### src/rtl/sbuf_pkg.sv
package sbuf_pkg;
    localparam int SZ_SEL_W = 2;

    typedef enum logic [SZ_SEL_W-1:0] {
        SEC_128  = 2'd0,
        SEC_256  = 2'd1,
        SEC_512  = 2'd2,
        SEC_1024 = 2'd3
    } sec_size_e;
endpackage

### src/rtl/sbuf_strobe.sv
module sbuf_strobe (
    input  logic clk,
    input  logic rst_n,
    input  logic cpu_req,
    input  logic seq_req,
    input  logic bsel,
    input  logic a10,
    input  logic host_wr,
    input  logic cpu_wr,
    output logic ce,
    output logic we_host,
    output logic we_local,
    output logic acc_done,
    output logic wr_commit
);
    typedef struct packed {
        logic ce;
        logic weh;
        logic wel;
        logic cmt;
    } stb_t;

    stb_t q, d;
    logic req;

    always_comb begin
        req   = (cpu_req | seq_req) & bsel & ~a10;
        d.ce  = req;
        d.weh = req & host_wr;
        d.wel = req & cpu_wr;
        // trailing edge of chip-enable completes the access
        d.cmt = q.ce & ~req & (q.weh | q.wel);
    end

    always_ff @(posedge clk) begin
        if (!rst_n) q <= '0;
        else        q <= d;
    end

    assign ce        = q.ce;
    assign we_host   = q.weh;
    assign we_local  = q.wel;
    assign acc_done  = q.ce & ~req;
    assign wr_commit = q.cmt;
endmodule

### src/rtl/sbuf_addr_ctr.sv
module sbuf_addr_ctr
    import sbuf_pkg::*;
#(
    parameter int ADDR_W     = 10,
    parameter int SZ_MIN_LOG = 7
) (
    input  logic                clk,
    input  logic                rst_n,
    input  logic                acc,
    input  logic                cnt_clr,
    input  logic                size_load,
    input  logic [SZ_SEL_W-1:0] size_sel,
    output logic [ADDR_W-1:0]   addr,
    output logic                sec_end
);
    localparam int SHMAX = ADDR_W - SZ_MIN_LOG;
    localparam logic [ADDR_W-1:0] ALL1 = '1;

    typedef struct packed {
        logic [ADDR_W-1:0] addr;
        sec_size_e         sz;
        logic              sec;
    } ac_t;

    ac_t q, d;
    logic [ADDR_W-1:0] last;

    always_comb begin
        last  = ALL1 >> (SHMAX - int'(q.sz));
        d     = q;
        d.sec = 1'b0;
        if (size_load) begin
            d.sz   = sec_size_e'(size_sel);
            d.addr = '0;
        end else if (cnt_clr) begin
            d.addr = '0;
        end else if (acc) begin
            if (q.addr == last) begin
                d.addr = '0;
                d.sec  = 1'b1;
            end else begin
                d.addr = q.addr + ADDR_W'(1);
            end
        end
    end

    always_ff @(posedge clk) begin
        if (!rst_n) q <= '{addr: '0, sz: SEC_128, sec: 1'b0};
        else        q <= d;
    end

    assign addr    = q.addr;
    assign sec_end = q.sec;
endmodule

### src/rtl/sbuf_short_ctr.sv
module sbuf_short_ctr #(
    parameter int SHORT_MAX = 8
) (
    input  logic clk,
    input  logic rst_n,
    input  logic acc,
    input  logic cnt_clr,
    input  logic arm,
    output logic done
);
    localparam int SC_W = $clog2(SHORT_MAX + 1);

    typedef struct packed {
        logic [SC_W-1:0] cnt;
        logic            armed;
        logic            done;
    } sc_t;

    sc_t q, d;

    always_comb begin
        d      = q;
        d.done = 1'b0;
        if (cnt_clr) begin
            d.cnt   = '0;
            d.armed = 1'b0;
        end else begin
            if (arm) d.armed = 1'b1;
            if (acc) begin
                if (q.cnt != SC_W'(SHORT_MAX)) d.cnt = q.cnt + SC_W'(1);
                if (q.armed && q.cnt == SC_W'(SHORT_MAX - 1)) begin
                    d.done  = 1'b1;
                    d.armed = 1'b0;
                end
            end
        end
    end

    always_ff @(posedge clk) begin
        if (!rst_n) q <= '0;
        else        q <= d;
    end

    assign done = q.done;
endmodule

### src/rtl/sbuf_addr_seq.sv
module sbuf_addr_seq
    import sbuf_pkg::*;
#(
    parameter int ADDR_W     = 10,
    parameter int SZ_MIN_LOG = 7,
    parameter int SHORT_MAX  = 8
) (
    input  logic              clk,
    input  logic              rst_n,
    input  logic              cpu_req,
    input  logic              seq_req,
    input  logic              bsel,
    input  logic              a10,
    input  logic              host_wr,
    input  logic              cpu_wr,
    input  logic              cnt_clr,
    input  logic              short_arm,
    input  logic              size_load,
    input  logic [1:0]        size_sel,
    output logic              ram_ce,
    output logic              ram_we_host,
    output logic              ram_we_local,
    output logic [ADDR_W-1:0] ram_addr,
    output logic              wr_commit,
    output logic              short_done,
    output logic              sec_end
);
    logic acc;

    sbuf_strobe u_stb (
        .clk       (clk),
        .rst_n     (rst_n),
        .cpu_req   (cpu_req),
        .seq_req   (seq_req),
        .bsel      (bsel),
        .a10       (a10),
        .host_wr   (host_wr),
        .cpu_wr    (cpu_wr),
        .ce        (ram_ce),
        .we_host   (ram_we_host),
        .we_local  (ram_we_local),
        .acc_done  (acc),
        .wr_commit (wr_commit)
    );

    sbuf_addr_ctr #(.ADDR_W(ADDR_W), .SZ_MIN_LOG(SZ_MIN_LOG)) u_addr (
        .clk       (clk),
        .rst_n     (rst_n),
        .acc       (acc),
        .cnt_clr   (cnt_clr),
        .size_load (size_load),
        .size_sel  (size_sel),
        .addr      (ram_addr),
        .sec_end   (sec_end)
    );

    sbuf_short_ctr #(.SHORT_MAX(SHORT_MAX)) u_short (
        .clk     (clk),
        .rst_n   (rst_n),
        .acc     (acc),
        .cnt_clr (cnt_clr),
        .arm     (short_arm),
        .done    (short_done)
    );
endmodule

### config.mk
export PLATFORM = sky130hd
export DESIGN_NAME = sbuf_addr_seq
export DESIGN_NICKNAME = d
export VERILOG_FILES = /design/src/rtl/sbuf_pkg.sv /design/src/rtl/sbuf_strobe.sv /design/src/rtl/sbuf_addr_ctr.sv /design/src/rtl/sbuf_short_ctr.sv /design/src/rtl/sbuf_addr_seq.sv
export SDC_FILE = /design/constraint.sdc
export NUM_CORES = 1
export LEC_CHECK = 0
export ABC_CLOCK_PERIOD_IN_PS = 1650
export CORE_MARGIN = 2
export CORE_UTILIZATION = 40
export DETAILED_ROUTE_END_ITERATION = 10
export PLACE_DENSITY = 0.66
export SYNTH_ARGS = -nofsm -noshare
export SYNTH_HDL_FRONTEND = slang
export SYNTH_SLANG_ARGS = --single-unit
### constraint.sdc
create_clock -name clk -period 1.65 [get_ports clk]
set_input_delay 0.33 -clock clk [delete_from_list [all_inputs] [get_ports clk]]
set_output_delay 0.33 -clock clk [all_outputs]
set_load 0.02 [all_outputs]
; ---- Yosys cells after proc, flatten, opt, wreduce, memory -nomap -nowiden
; Index checks and enable logic that the tools add are counted.
[totals]
reg_bits = 23
in_bits = 13
out_inout_bits = 16
wordCells = 40
[classes]
addsub = 3
n_eq_ne = 3
shifts = 1
n_mux = 5
bitwise = 12
n_reduce_logical = 6
[ops]
columns = cell, count
row1 = "10-bit by 32-bit right shift with 10-bit output, first input constant", 1
row2 = "10-bit by 1-bit adder with 10-bit output, second input constant", 1
row3 = 10-bit == test, 1
row4 = 10-bit two-way mux, 1
row5 = 1-bit bitwise AND, 6
row6 = 3-bit OR reduction, 2
row7 = "4-bit by 1-bit adder with 4-bit output, second input constant", 1
row8 = "4-bit by 3-bit == test with 1-bit output, second input constant", 1
row9 = 2-bit two-way mux, 2
row10 = "4-bit inequality test, second input constant", 1
row11 = 1-bit NOT, 4
row12 = 4-bit OR reduction, 1
row13 = "2-bit by 2-bit subtractor with 3-bit output, first input constant", 1
row14 = 1-bit two-way mux, 2
row15 = 1-bit bitwise OR, 2
row16 = 2-bit AND reduction, 1
row17 = 2-bit OR reduction, 1
row18 = 1-bit logical AND, 1

; ---- Longest topological paths before layout
[depth]
ltp_word = 7
ltp_mapped = 6
ltp_nobuf = 6

; ---- Modules after synthesis
; Synthesis repeated with hierarchy kept, for this count alone.
[unflattened]
hier_cells = 121
hier_area_um2 = 1123.6
[by_module_without_submodules]
columns = mod, n_inst, cells_per_inst, area_per_inst_um2, seq_area_each_um2
row1 = sbuf_addr_ctr, 1, 76, 676.9, 260.2
row2 = sbuf_short_ctr, 1, 31, 276.5, 120.1
row3 = sbuf_strobe, 1, 14, 170.2, 80.1

; ---- Worst setup path before layout
; No wires, ideal clock.
[synth_path]
path_kind = register to register
from = reg u_stb.q, in the netlist u_stb.ce
to = reg u_addr.q, in the netlist u_addr.addr[0]
setup_ns = 0.135
arrival_ns = 1.362
required_ns = 1.515
setup_slack_ns = 0.152
stages_incl_launch_ff = 6
path_buffers = 1
synth_period_minus_slack_ns = 1.498
path_cell_list = dfxtp_1 -> buf_6 -> and4_2 -> o21ai_1 -> a211oi_2 -> nor3_1
[synth_between]
elab_chain_len = 1
[synth_rtl]
columns = element, line_no
row1 = "start, declared", sbuf_strobe.sv:23  ; stb_t q, d;
row2 = "start signal, assigned", sbuf_strobe.sv:36  ; if (!rst_n) q <= '0;
row3 = "start signal, assigned", sbuf_strobe.sv:37  ; else q <= d;
row4 = 1-bit bitwise AND, sbuf_strobe.sv:43  ; assign acc_done = q.ce & ~req;
row5 = "end signal, assigned", sbuf_addr_ctr.sv:48  ; if (!rst_n) q <= '{addr: '0, sz: SEC_128, sec: 1'b0};
row6 = "end, declared", sbuf_addr_ctr.sv:25  ; ac_t q, d;
; Every way passes these cells.
; A chain may end at the register's enable or synchronous reset.

; ---- Worst setup path in the final report
[layout_path]
from = reg u_stb.q, in the netlist u_stb.we_host
to = out ram_we_host
[layout_rtl]
columns = element, line_no
row1 = "end, declared", sbuf_addr_seq.sv:21  ; output logic ram_we_host,
; No word-level cell between the ends.

==> results by group <==
Detailed routing
  • Drt drc: 0
  • Pre-antenna DRT Iters: 2
  • Avg WL per Cell: 12.34 µm
  • DRT Wirelength: 2245 µm
  • Via density per instance: 5.104
  • Routed Antenna Nets: 0
  • Starting DRT DRC Count: 12
  • Vias: 929

Floorplanning
  • Top Ports: 29
  • Die Y: 57.73 µm
  • Initial Util: 41.88%
  • Die width: 57.73 µm
  • Die area: 0.003333 mm²
  • Core area: 0.002758 mm²
  • Site Rows: 19

Status
  • Status: finished clean

Synthesis
  • Mapped Area: 0.001155 mm²
  • Register area share after synthesis: 39.87%
  • #FFs+latches synth: 23
  • Number of synthesis warnings: 0
  • Synth Flop Type: dfxtp_1
  • Mapped Nets: 136
  • Ys async rst share: 0%
  • EDFF count, synth: 0
  • Synthesized instance count: 120
  • Netlist cell types: 38
  • Average cell area after synthesis: 9.624 µm²

Timing
  • Post-layout min period: 1.595 ns
  • Layout Skew: 0.008556 ns
  • Setup_tns: 0 ns
  • Endpoints failing hold: 0
  • Slew Limit Fails: 0
  • Worst slew pin tran: 0.4378 ns
  • Fmax: 626.9 MHz
  • Final Cycle Share: 96.68%
  • Setup violators final: 0
  • Unrepaired setup endpoints after global routing: false
  • Slew HR: 70.50%

Layout
  • Area grow syn2layout: 29.69%
  • Final nets: 168
  • FILL cells: 264
  • Share of cells above drive strength 1: 17.22%
  • N_diodes: 0
  • Final instance area: 0.001498 mm²

CTS
  • Clock buffer depth: 2
  • Clock latency on the worst-skew pair: 0.32 ns
  • CTS Root Cell: clkbuf_4
  • CTS hold repair buffers: 0
  • CTS sink cnt: 23
  • H-tree depth: 1
  • Clock transition at the registers of the reported paths: 0.13 ns
  • TritonCTS clock tree: built
  • Num CTS Buffers: 3

Worst setup path
  • CP Launch Type: flip-flop
  • Setup crit end kind: output port
  • Critical-path cell list: clkdlybuf4s50_1
  • Critical Path AT: 1.27 ns
  • CP top delay family: buffers and inverters
  • Crit-path max FO: 2
  • Max incr delay on CP: 0.60 ns
  • Kind of critical path: flip-flop to output port
  • Slowest cell on crit path: clkdlybuf4s50_1
  • Buf/Inv on CP: 1
  • CP required: 1.32 ns

Global routing
  • Vias in the first global route: 912
  • Initial antenna violation count: 0
  • Largest net degree at the start of global routing: 15
  • All-Layer GR Usage: 14.76%
  • First-pass GRT wire length: 3891 µm
  • Remaining Overflow, GRT: 0

Power
  • VDD IR-drop max: 0.9470 mV
  • Leak: 0.6213 nW
  • Power Density: 622.4 mW/mm²

Placed design
  • Port bufs: 28
  • HPWL after DPL: 1841 µm
  • Gpl congestion: 0.7992
  • Cell Area, Placed: 0.001471 mm²

Hold path
  • Hold WC Path Type: flip-flop to flip-flop

Run
  • Max Cap Viol: 0
==> power breakdown <==
part | total [mW] | switching [mW] | internal (mW) | leakage, nW
registers | 0.568 | 0.00606 | 0.562 | 0.186
logic | 0.0969 | 0.0399 | 0.0569 | 0.421
clock network | 0.267 | 0.175 | 0.0925 | 0.0139
total | 0.932 | 0.221 | 0.712 | 0.621
==> area by class of cell <==
class | count | area, µm² | area share, %
clock buffer | 3 | 22.52 | 1.504
clock inverter | 1 | 7.507 | 0.5013
inverter | 2 | 7.507 | 0.5013
multi-input combinational | 81 | 594.3 | 39.68
sequential | 23 | 460.4 | 30.74
tap | 31 | 38.79 | 2.590
timing repair buffer | 41 | 366.6 | 24.48
==> kinds of logic after synthesis <==
logic type,count (synthesis),synth area share (%)
AND/OR/NAND/NOR,42,21.24
flip-flops,23,39.87
AO/OA/AOI/OAI,21,14.52
buffers and inverters,16,9.317
XOR/XNOR,11,8.343
multiplexers,4,3.467
adder cells (fa/ha/maj),3,3.251
==> placed cells by master, fill, tap and decap left out, types with 2 or more instances in the layout <==
cell type / synthesis / routed
dfxtp_1: 23 / 23
clkdlybuf4s50_1: 0 / 16
buf_4: 10 / 13
nor2_1: 12 / 12
dlygate4sd2_1: 0 / 11
xor2_1: 9 / 9
nor3_1: 6 / 6
o21ai_0: 6 / 6
o2111ai_1: 5 / 5
o211ai_1: 4 / 4
mux2i_1: 4 / 4
and2_1: 3 / 3
ha_1: 3 / 3
clkbuf_4: 0 / 3
inv_1: 2 / 2
xnor2_1: 2 / 2
nand2_1: 2 / 2
and3_1: 2 / 2
nor2b_1: 2 / 2
or3_1: 2 / 2
==> registers in the layout, summed over array words and instances, names as in the netlist <==
signal	cells
u_short.done	1
u_addr.sec_end	1
u_addr.q	2
u_stb.wr_commit	1
u_stb.we_local	1
u_short.q	5
u_stb.we_host	1
u_stb.ce	1
u_addr.addr	10
==> metrics by stage <==
| stage | cells | util (%) | setup WS [ns] | total power [mW] | hold slack (ns) |
|---|---|---|---|---|---|
| global route | 182 | 54.31 | 0.0001907 | 0.9782 | 0.5487 |
| global placement | 178 | 53.36 | -0.1098 | 0.6767 | 0.4810 |
| detailed placement | 178 | 53.36 | -0.1513 | 0.6780 | 0.4896 |
| CTS | 182 | 54.22 | 0.02395 | 0.9467 | 0.5223 |
| floorplan | 120 | - | 0.1520 | 0.6197 | 0.4517 |
| finish | 182 | 54.31 | 0.05476 | 0.9322 | 0.5144 |
==> worst paths after layout <==
check / startpoint / endpoint / slack (ns) / depth (start not counted)
worst max register to register: u_addr.addr[0]$_SDFFE_PP0P_ / u_addr.addr[7]$_SDFFE_PP0P_ / 0.11 / 5
worst min register to register: u_stb.we_host$_SDFF_PN0_ / u_stb.wr_commit$_SDFF_PN0_ / 0.51 / 2
worst max-delay path: u_stb.we_host$_SDFF_PN0_ / ram_we_host / 0.05 / 1
worst min-delay path: u_stb.we_host$_SDFF_PN0_ / u_stb.wr_commit$_SDFF_PN0_ / 0.51 / 2
==> metal layers <==
metal	up-vias	wire (µm)	track usage, %
met5	-	0	0
met4	0	17	3.654
met3	2	93	4.464
met2	16	1215	27.27
met1	432	919	16.39
li1	479	-	-
==> what timing repair did <==
action,4_1_cts,5_1_grt
setup endpoints to repair,13,1
cloned,0,0
hold endpoints to repair,0,0
resized for setup,12,1
setup buffers,0,0
==> cells in the mapped netlist, types with 2 or more instances <==
library cell	n	share of area, %
nor3_1	6	2.6
or3_1	2	1.1
o211ai_1	4	2.6
nand2_1	2	0.65
inv_1	2	0.65
o21ai_0	6	2.6
dfxtp_1	23	40
xor2_1	9	6.8
and2_1	3	1.6
buf_4	10	6.5
ha_1	3	3.3
o2111ai_1	5	3.8
nor2_1	12	3.9
nor2b_1	2	1.1
buf_2	2	0.87
mux2i_1	4	3.5
xnor2_1	2	1.5
and3_1	2	1.1
a211oi_2	2	2.2
No activity file was read; power rests on OpenSTA's default activity.
